**config.mk**
```make
export PLATFORM = sky130hd
export DESIGN_NAME = pwrup_seq
export DESIGN_NICKNAME = d
export VERILOG_FILES = /design/src/rtl/pwrup_seq.sv
export SDC_FILE = /design/constraint.sdc
export NUM_CORES = 1
export LEC_CHECK = 0
export ABC_AREA = 1
export CORE_ASPECT_RATIO = 0.75
export CORE_MARGIN = 10
export CORE_UTILIZATION = 58
export CTS_CLUSTER_DIAMETER = 50
export DETAILED_ROUTE_END_ITERATION = 6
export PLACE_DENSITY = 0.78
export SLEW_MARGIN = 20
export SYNTH_ARGS = -nofsm -noshare
export SYNTH_HDL_FRONTEND = slang
export SYNTH_SLANG_ARGS = --single-unit
```
**constraint.sdc**
```tcl
create_clock -name clk -period 3.48 [get_ports clk]
set_clock_uncertainty 0.2 [all_clocks]
set_input_delay 0.348 -clock clk [delete_from_list [all_inputs] [get_ports clk]]
set_output_delay 0.348 -clock clk [all_outputs]
set_load 0.02 [all_outputs]
```
**src/rtl/pwrup_seq.sv**
```systemverilog
module pwrup_seq #(
  parameter int PWRT_TICKS = 72,
  parameter int OST_CYCLES = 1024,
  parameter int PLL_TICKS  = 2
) (
  input  logic       clk,
  input  logic       por_in,
  input  logic       bor_in,
  input  logic       tick,
  input  logic       osc_pulse,
  input  logic       pwrt_en,
  input  logic [1:0] osc_mode,
  output logic [1:0] phase,
  output logic       rst_release
);
  localparam int MAX_A = (PWRT_TICKS > PLL_TICKS) ? PWRT_TICKS : PLL_TICKS;
  localparam int MAX_L = (MAX_A > OST_CYCLES) ? MAX_A : OST_CYCLES;
  localparam int CW    = $clog2(MAX_L + 1);

  localparam logic [1:0] PH_PWRT = 2'd0;
  localparam logic [1:0] PH_OST  = 2'd1;
  localparam logic [1:0] PH_PLL  = 2'd2;
  localparam logic [1:0] PH_RUN  = 2'd3;

  logic [1:0]    ph, ph_nxt;
  logic [CW-1:0] cnt, lim;
  logic          ev, done;

  assign ev = (ph == PH_OST) ? osc_pulse : tick;

  always_comb begin
    case (ph)
      PH_PWRT: lim = CW'(PWRT_TICKS - 1);
      PH_OST:  lim = CW'(OST_CYCLES - 1);
      default: lim = CW'(PLL_TICKS - 1);
    endcase
  end

  assign done = ((ph == PH_PWRT) && !pwrt_en) || (ev && (cnt == lim));

  always_comb begin
    case (ph)
      PH_PWRT: ph_nxt = osc_mode[1] ? (osc_mode[0] ? PH_PLL : PH_RUN) : PH_OST;
      PH_OST:  ph_nxt = osc_mode[0] ? PH_PLL : PH_RUN;
      default: ph_nxt = PH_RUN;
    endcase
  end

  always_ff @(posedge clk or posedge por_in) begin
    if (por_in) begin
      ph  <= PH_PWRT;
      cnt <= '0;
    end else if (bor_in) begin
      ph  <= PH_PWRT;
      cnt <= '0;
    end else if (ph != PH_RUN) begin
      if (done) begin
        ph  <= ph_nxt;
        cnt <= '0;
      end else if (ev) begin
        cnt <= cnt + CW'(1);
      end
    end
  end

  assign phase       = ph;
  assign rst_release = (ph == PH_RUN);
endmodule

```
==> flow_summary_export.csv, run 1 <==
group,metric,value,unit
place,dp_worst_setup_slack,1.12,ns
timing,rsz0062_at_grt,"false",
clock_network,numCtsBuffers,3,
clock_network,cts_setup_buffers,0,
synth,synth_cell_types,20,
layout,diodes,0,
power_and_ir_drop,p_leak,0.656,nW
timing,setup_violations,0,
place,hpwl,1.95,mm
synth,synth_compound_area_share,1.69,%
place,port_buffers,10,
floorplan,num_rows,13,
global_route,grt_pass1_vias,966,
synth,synth_top_family_by_area,"simple AND/OR/NAND/NOR gates",
critical_path,critPathKind,"register to output pin",
clock_network,clk_latency,0.28,ns
route,wl_per_cell,12.9,um
timing,finalCriticalPeriod,2.17,ns
synth,synth-seq-cells,13,
power_and_ir_drop,swShare,44.9,%
clock_network,tritoncts,"done",
clock_network,post_cts_resize_count,0,
power_and_ir_drop,p_seq_share,39.3,%
route,drtIter0Drc,111,
critical_path,crit_path_start_kind,"register",
place,gp_congestion,0.855,
global_route,grt_util_met1,21.0,%
clock_network,root_buffer,"clkbuf_4",
floorplan,die_area,3900,um2
timing,tightest_slew,0.503,ns
timing,max_freq,461,MHz
route,routed_wl,2.54,mm
power_and_ir_drop,power_density,469,nW/um2
place,placed_area,1120,um2
critical_path,path_max_fanout,7,
global_route,gr-usage-met2,20.1,%
clock_network,clock-sinks,13,
synth,synth_adder_area_share,1.21,%
critical_path,arrival,1.62,ns
route,ant_nets,0,
status,status,"complete, no violations",
global_route,use_met3,4.16,%
synth,ys_seq_area_share,31.4,%
global_route,busiest_layer,"met1",
floorplan,boundaryPins,11,
power_and_ir_drop,p_sw,0.242,mW
clock_network,hold_buffers,0,
critical_path,worstReg2RegEnd,"cnt[7]",
power_and_ir_drop,peakVddDrop,0.237,mV
layout,fin_area,1150,um2
power_and_ir_drop,power_frac_comb,42.5,%
layout,drive_gt1_share,9.77,%
route,via_per_inst,5.32,
critical_path,rr_worst_depth,8,
timing,setup_slack,1.31,ns
clock_network,clk_pin_slew,0.09,ns
layout,final_util,67.4,%
timing,slew_headroom,66.4,%
timing,hold_violations,0,
synth,synth_simple_gate_area_share,47.3,%
synth,synth_area,1040,um2
synth,synth_xor_area_share,3.38,%
synth,syn_inst,165,
route,num_vias,1043,
synth,yosysWarnings,0,
global_route,grt_antenna_before_repair,0,
critical_path,end_kind,"output pin",
route,route.detailed.drc,0,
clock_network,htreeDepth,1,
timing,fin_tns_setup,0,ns
synth,avgSynthCellArea,6.29,um2
route,dr.pass1.iters,4,
floorplan,initial_utilization,60.7,%
floorplan,fp.dieH,56.6,um
synth,synthMuxAreaShare,0,%
flow_run,drv_cap,0,
power_and_ir_drop,clockPowerShare,18.2,%
layout,fin_nets,184,
critical_path,required,2.93,ns
power_and_ir_drop,p_int,0.297,mW
timing,period_share,62.3,%
synth,syn-num-nets,174,
critical_path,r2r-start,"phase[1]",
min_path,hold_path.class,"primary input to async pin",
critical_path,rrSetupSlack,1.53,ns
global_route,grt_max_degree,15,
global_route,grt_usage,14.5,%
floorplan,die_x,68.8,um
timing,slew_viol_final,0,
global_route,grt.overflow.total,0,
floorplan,core-area,1710,um2
layout,area_growth,11.0,%
global_route,grt_pass1_wl,4.49,mm
clock_network,clockBufferDepth,2,
-- per-layer routing --
metal | part of all wire [%] | up-vias
li1 | - | 531
met1 | 47 | 473
met2 | 44 | 34
met3 | 7.6 | 5
met4 | 1.2 | 0
met5 | 0 | -
-- worst max-delay path: stages (launching register included) --
cell             delay (ns)
dfrtp_1                0.52
nand2_1                0.10
inv_1                  0.10
clkdlybuf4s50_1        0.61
-- power by group through the flow --
stage                     combinational, mW  clock, mW  sequential, mW
after global routing                  0.261      0.102           0.216
after floorplan                       0.175          0           0.210
after global placement                0.220          0           0.211
after CTS                             0.229     0.0942           0.211
final                                 0.230     0.0982           0.212
after detailed placement              0.227          0           0.212
-- synth_stat cells --
master / count / area share [%]
a31oi_1: 2 / 1.2
buf_2: 2 / 0.97
nand3_2: 1 / 0.97
nor2_2: 2 / 1.2
nand4_2: 1 / 1.2
xor2_1: 4 / 3.4
nand4_1: 12 / 7.2
dfrtp_1: 13 / 31
nor3_1: 1 / 0.48
o21ai_0: 1 / 0.48
nor2_1: 14 / 5.1
ha_1: 1 / 1.2
buf_6: 2 / 2.2
nand3_1: 12 / 5.8
buf_4: 1 / 0.72
nand2_1: 58 / 21
inv_1: 27 / 9.8
inv_2: 4 / 1.4
nand2_2: 6 / 3.6
nand3b_1: 1 / 0.72
-- placed cells by master, fill, tap and decap left out --
master and count:
a31oi_1 2, clkbuf_1 1, clkbuf_4 3, clkdlybuf4s50_1 10, dfrtp_1 13, ha_1 1
inv_1 27, inv_2 4, nand2_1 58, nand2_2 6, nand3_1 12, nand3_2 1
nand3b_1 1, nand4_1 12, nand4_2 1, nor2_1 14, nor2_2 2, nor3_1 1
o21ai_0 1, xor2_1 4
-- worst max path at each step --
stage                   from          end  slack, ns  cells past startpoint
floorplan           phase[0]      cnt[10]       1.85                      8
global placement      bor_in       cnt[5]       1.23                      7
detailed placement    bor_in       cnt[9]       1.12                      7
CTS                 phase[0]  rst_release       1.33                      3
global route          bor_in       cnt[7]       1.19                      7
finish              phase[0]  rst_release       1.31                      3
-- registers in the layout, summed over array words and instances (netlist names) --
| name | cells |
|---|---|
| cnt | 11 |
| phase | 2 |
-- layout make-up --
cell class / count / area [um2]
Fill cell: 161 / 557
Multi-Input combinational cell: 116 / 556
Sequential cell: 13 / 325
Inverter: 31 / 116
Timing Repair Buffer: 10 / 100
Tap cell: 22 / 27.5
Clock buffer: 4 / 26.3
-- stage by stage --
step / hold slack [ns] / cells / power (mW)
2_1_floorplan: 0.0250 / 165 / 0.385
3_3_place_gp: 0.266 / 192 / 0.432
3_5_place_dp: 0.286 / 192 / 0.439
4_1_cts: 0.215 / 196 / 0.534
5_1_grt: 0.258 / 196 / 0.579
6_report: 0.184 / 196 / 0.540
-- cells by family (layout without fill, tap and decap cells) --
family / after synthesis / in the layout
AOI/OAI and AO/OA: 3 / 3
buffers and inverters: 36 / 45
adders and majority gates: 1 / 1
and+or+nand+nor: 108 / 108
xor gates and xnor gates: 4 / 4
DFF: 13 / 13
Power figures use the tool's default switching activity.
==> run 2, diff against run 1 <==
CORE_UTILIZATION = 55   (was 58)
PLACE_DENSITY = 0.75   (was 0.78)
clock period = 2.1 ns   (was 3.48 ns; I/O delays follow)
==> run 2 against run 1 <==
First-iteration DRC count is 50% lower. Final cell count is 1.5% higher. Sequential power is 65% higher. Routed wire length is 0.20% lower. Power is 68% higher. Largest power group unchanged. Count of clock-buffer cells in the layout is 1 lower. Clock power is 70% higher. Highest routed layer unchanged. Critical endpoint unchanged. Setup slack worse by 1.2 ns.
==> flow_summary_export.csv, run 2 (synthesized netlist as in run 1, its figures left out) <==
group,metric,value,unit
layout,final_common_cell,"nand2_1",
power_and_ir_drop,peakVddDrop,0.502,mV
power_and_ir_drop,p_leak,0.674,nW
floorplan,die_area,4040,um2
layout,layout_common_cells,"nand2_1, inv_1, nor2_1, dfrtp_1",
floorplan,fp.dieH,57.6,um
place,hpwl,1.92,mm
layout,fin_nets,187,
clock_network,clk_latency,0.29,ns
timing,setup_slack,0.140,ns
layout,regMostFlops,"cnt",
critical_path,critPathKind,"register to output pin",
route,route.detailed.drc,0,
timing,tightest_slew,0.526,ns
clock_network,root_buffer,"clkbuf_4",
global_route,grt_max_degree,14,
floorplan,initial_utilization,59.0,%
route,routed_wl,2.53,mm
route,dr.pass1.iters,4,
layout,area_growth,13.3,%
layout,largest_reg_flops,11,
route,via_per_inst,5.23,
timing,hold_violations,0,
power_and_ir_drop,power_density,771,nW/um2
layout,final_util,66.9,%
clock_network,clockBufferDepth,2,
route,wl_per_cell,12.7,um
clock_network,htreeDepth,1,
min_path,hold_path.class,"primary input to async pin",
floorplan,num_rows,13,
critical_path,required,1.69,ns
flow_run,drv_cap,0,
global_route,grt.overflow.total,0,
clock_network,cts_setup_buffers,0,
timing,setup_violations,0,
power_and_ir_drop,power,0.906,mW
timing,slew_viol_final,0,
global_route,grt_pass1_vias,1000,
global_route,grt_pass1_wl,4.57,mm
clock_network,tritoncts,"done",
floorplan,die_x,70.1,um
critical_path,crit_path_start_kind,"register",
critical_path,arrival,1.55,ns
route,drtIter0Drc,55,
floorplan,core-area,1760,um2
timing,finalCriticalPeriod,1.96,ns
timing,period_share,93.3,%
layout,diodes,0,
place,gp_congestion,0.816,
critical_path,max_stage_delay,0.61,ns
layout,fill_cells,160,
route,num_vias,1041,
timing,max_freq,510,MHz
timing,fin_tns_setup,0,ns
status,status,"complete, no violations",
layout,drive_gt1_share,11.9,%
global_route,grt_usage,13.6,%
clock_network,post_cts_resize_count,0,
timing,rsz0062_at_grt,"false",
floorplan,boundaryPins,11,
critical_path,end_kind,"output pin",
place,dp_worst_setup_slack,0.210,ns
timing,slew_headroom,64.9,%
place,port_buffers,10,
route,ant_nets,0,
critical_path,cpMaxStageDelayCell,"clkdlybuf4s50_1",
global_route,grt_antenna_before_repair,0,
critical_path,worstPathCellList,"nand2_1 > inv_1 > clkdlybuf4s50_1",
clock_network,clock-sinks,13,
critical_path,path_max_fanout,7,
clock_network,numCtsBuffers,3,
clock_network,hold_buffers,0,
clock_network,clk_pin_slew,0.09,ns
## run 2: changes by cell type in the layout (fill, tap and decap cells not counted)
cell / previous run / this run
buf_4: 0 / 3
clkbuf_1: 1 / 0
clkinv_2: 0 / 1
## run 2: critical path, delay by kind of cell, from the launching register on
kind                   cells  cell delay (ns)
buffers and inverters      2             0.68
DFF                        1             0.49
and+or+nand+nor            1             0.08
## run 2: through the flow
step / hold slack [ns] / instance area (um2) / instances
2_1_floorplan: -0.113 / 1040 / 165
3_3_place_gp: 0.264 / 1150 / 195
3_5_place_dp: 0.284 / 1150 / 195
4_1_cts: 0.0842 / 1170 / 199
5_1_grt: 0.116 / 1170 / 199
6_report: 0.0439 / 1170 / 199
## run 2: final timing paths
path                          start     endpoint  slack, ns  depth (start not counted)
min                          por_in      cnt[10]       0.04                          2
max reg2reg                phase[1]       cnt[3]       0.24                          9
max in group asynchronous    por_in     phase[1]       1.30                          2
min in group clk            cnt[10]      cnt[10]       0.31                          2
min reg2reg                 cnt[10]      cnt[10]       0.31                          2
max                        phase[1]  rst_release       0.14                          3
## run 2: final cells by class
class | instances | area, um2 | share of cell area (%)
well taps | 22 | 27.5 | 2.34
clock inverters | 1 | 5.00 | 0.426
clock buffers | 3 | 22.5 | 1.92
inverters | 31 | 116 | 9.90
multi-input cells | 116 | 556 | 47.3
flip-flops and latches | 13 | 325 | 27.7
repair buffers | 13 | 123 | 10.4
## run 2: report_power, final
part / leakage [nW] / internal, mW / switching [mW] / total [mW]
logic: 0.480 / 0.143 / 0.246 / 0.389
registers: 0.177 / 0.283 / 0.0664 / 0.350
clock network: 0.0177 / 0.0710 / 0.0957 / 0.167
## run 2: metal layers
layer,share of wire [%],up-vias,track usage (%),routed length (um)
li1,-,535,-,-
met1,46,480,17.0,1170
met2,48,24,21.7,1220
met3,5.2,2,4.25,131
met4,0.51,0,4.49,13
met5,0,-,0,0
==> run 3, diff against run 2 <==
CORE_ASPECT_RATIO = default   (was 0.75)
==> run 3 against run 2 <==
Global-route usage fell by 1.5 points. Setup slack better by 0.019 ns. First-iteration DRC count fell by 53%. Combinational power rose by 3%. Final cell count up 2.0%. Design area increased by 0.96%. Die area shrank 0.45%. Power up 0.79%. Register-to-register slack improved by 0.09 ns. Routed wire length decreased by 8.8%. Sequential share of layout area fell by 0.26 points. Critical endpoint unchanged.
==> flow_summary_export.csv, run 3 (synthesized netlist as in run 1, its figures left out) <==
group,metric,value,unit
clock_network,post_cts_resize_count,0,
critical_path,worstPathCellList,"nand2_1 > inv_1 > clkdlybuf4s50_1",
layout,diodes,0,
clock_network,tritoncts,"done",
floorplan,die_x,63.4,um
clock_network,clk_latency,0.29,ns
critical_path,required,1.69,ns
power_and_ir_drop,p_sw,0.399,mW
clock_network,numCtsBuffers,3,
power_and_ir_drop,clockPowerShare,18.1,%
critical_path,crit_path_start_kind,"register",
timing,slew_headroom,66.3,%
floorplan,fp.dieH,63.4,um
layout,fin_area,1190,um2
power_and_ir_drop,p_leak,0.678,nW
route,wl_per_cell,11.4,um
clock_network,clk_pin_slew,0.09,ns
global_route,grt.overflow.total,0,
power_and_ir_drop,swShare,43.7,%
critical_path,cpMaxStageDelayCell,"clkdlybuf4s50_1",
route,via_per_inst,4.93,
status,status,"complete, no violations",
layout,drive_gt1_share,12.4,%
critical_path,crit_family,"buffers and inverters",
timing,finalCriticalPeriod,1.94,ns
route,drtIter0Drc,26,
timing,fin_tns_setup,0,ns
power_and_ir_drop,peakVddDrop,0.462,mV
timing,slew_viol_final,0,
global_route,grt_max_degree,14,
layout,layout_common_cells,"nand2_1, inv_1, nor2_1, dfrtp_1",
clock_network,root_buffer,"clkbuf_4",
route,routed_wl,2.31,mm
floorplan,die_area,4020,um2
route,ant_nets,0,
critical_path,arrival,1.53,ns
critical_path,critPathKind,"register to output pin",
global_route,grt_usage,12.1,%
layout,final_common_cell,"nand2_1",
place,hpwl,1.82,mm
power_and_ir_drop,power_frac_comb,44.0,%
min_path,hold_path.class,"primary input to async pin",
global_route,grt_antenna_before_repair,0,
critical_path,end_kind,"output pin",
clock_network,hold_buffers,0,
critical_path,worstReg2RegEnd,"cnt[10]",
floorplan,boundaryPins,11,
place,gp_congestion,0.858,
route,route.detailed.drc,0,
critical_path,max_stage_delay,0.60,ns
global_route,grt_pass1_vias,910,
power_and_ir_drop,p_seq_share,38.0,%
floorplan,num_rows,15,
critical_path,cp.buffers_inverters,2,
floorplan,core-area,1760,um2
critical_path,r2r-start,"cnt[0]",
critical_path,rrSetupSlack,0.33,ns
timing,hold_violations,0,
place,placed_area,1160,um2
clock_network,htreeDepth,1,
power_and_ir_drop,p_int,0.514,mW
global_route,grt_pass1_wl,4.02,mm
layout,area_growth,14.4,%
critical_path,rr_worst_depth,7,
route,num_vias,1001,
clock_network,clockBufferDepth,2,
flow_run,drv_cap,0,
layout,largest_reg_flops,11,
timing,whs,0.0392,ns
power_and_ir_drop,power_density,770,nW/um2
critical_path,path_max_fanout,7,
route,dr.pass1.iters,4,
layout,fin_nets,188,
timing,setup_violations,0,
floorplan,initial_utilization,58.8,%
timing,period_share,92.4,%
timing,max_freq,515,MHz
clock_network,cts_setup_buffers,0,
timing,tightest_slew,0.505,ns
clock_network,clock-sinks,13,
place,port_buffers,10,
timing,rsz0062_at_grt,"false",
layout,regMostFlops,"cnt",
-- run 3: cell count changes in the layout (fill, tap and decap cells not counted), sizes merged --
| cell | before | now |
|---|---|---|
| buf | 3 | 4 |
-- run 3: power groups by stage --
stage / Sequential [mW] / Clock (mW) / Combinational, mW
after floorplan: 0.348 / 0 / 0.290
after global placement: 0.350 / 0 / 0.399
after detailed placement: 0.351 / 0 / 0.403
after CTS: 0.346 / 0.168 / 0.405
after global routing: 0.354 / 0.174 / 0.455
final: 0.347 / 0.165 / 0.401
-- run 3: layout make-up --
type,count,area (um2)
Inverter,31,116
Fill cell,162,578
Multi-Input combinational cell,116,556
Tap cell,25,31.3
Timing Repair Buffer,14,130
Clock buffer,3,22.5
Clock inverter,1,5.00
Sequential cell,13,325
-- run 3: worst reg2reg max path, cell delays in order (launching register included) --
cell     delay, ns
dfrtp_1       0.47
ha_1          0.27
nand2_1       0.08
nor2_1        0.23
nand3_1       0.13
xor2_1        0.16
nand4_1       0.08
nand2_1       0.05
-- run 3: worst max path at each step --
| stage | startpoint | to | slack [ns] | depth (start not counted) |
|---|---|---|---|---|
| global route | phase[1] | rst_release | 0.06 | 3 |
| global placement | osc_pulse | cnt[8] | 0.35 | 11 |
| finish | phase[0] | rst_release | 0.16 | 3 |
| floorplan | phase[0] | cnt[10] | 0.47 | 8 |
| detailed placement | osc_pulse | cnt[8] | 0.33 | 11 |
| CTS | phase[0] | rst_release | 0.14 | 3 |
-- run 3: per-stage QoR --
| step | utilization [%] | instances | power, mW | worst slack (ns) |
|---|---|---|---|---|
| 3_3_place_gp | 65.7 | 199 | 0.749 | 0.351 |
| 3_5_place_dp | 65.7 | 199 | 0.754 | 0.331 |
| 5_1_grt | 67.2 | 203 | 0.983 | 0.0554 |
| 6_report | 67.2 | 203 | 0.913 | 0.159 |
| 4_1_cts | 67.2 | 203 | 0.919 | 0.141 |
| 2_1_floorplan | - | 165 | 0.638 | 0.468 |
-- run 3: layer usage --
layer | share of wire, % | routed length [um] | GRT usage [%]
met3 | 4.2 | 96 | 3.00
met5 | 0 | 0 | 0
met4 | 1.6 | 36 | 5.46
met2 | 49 | 1130 | 19.3
met1 | 45 | 1050 | 14.8
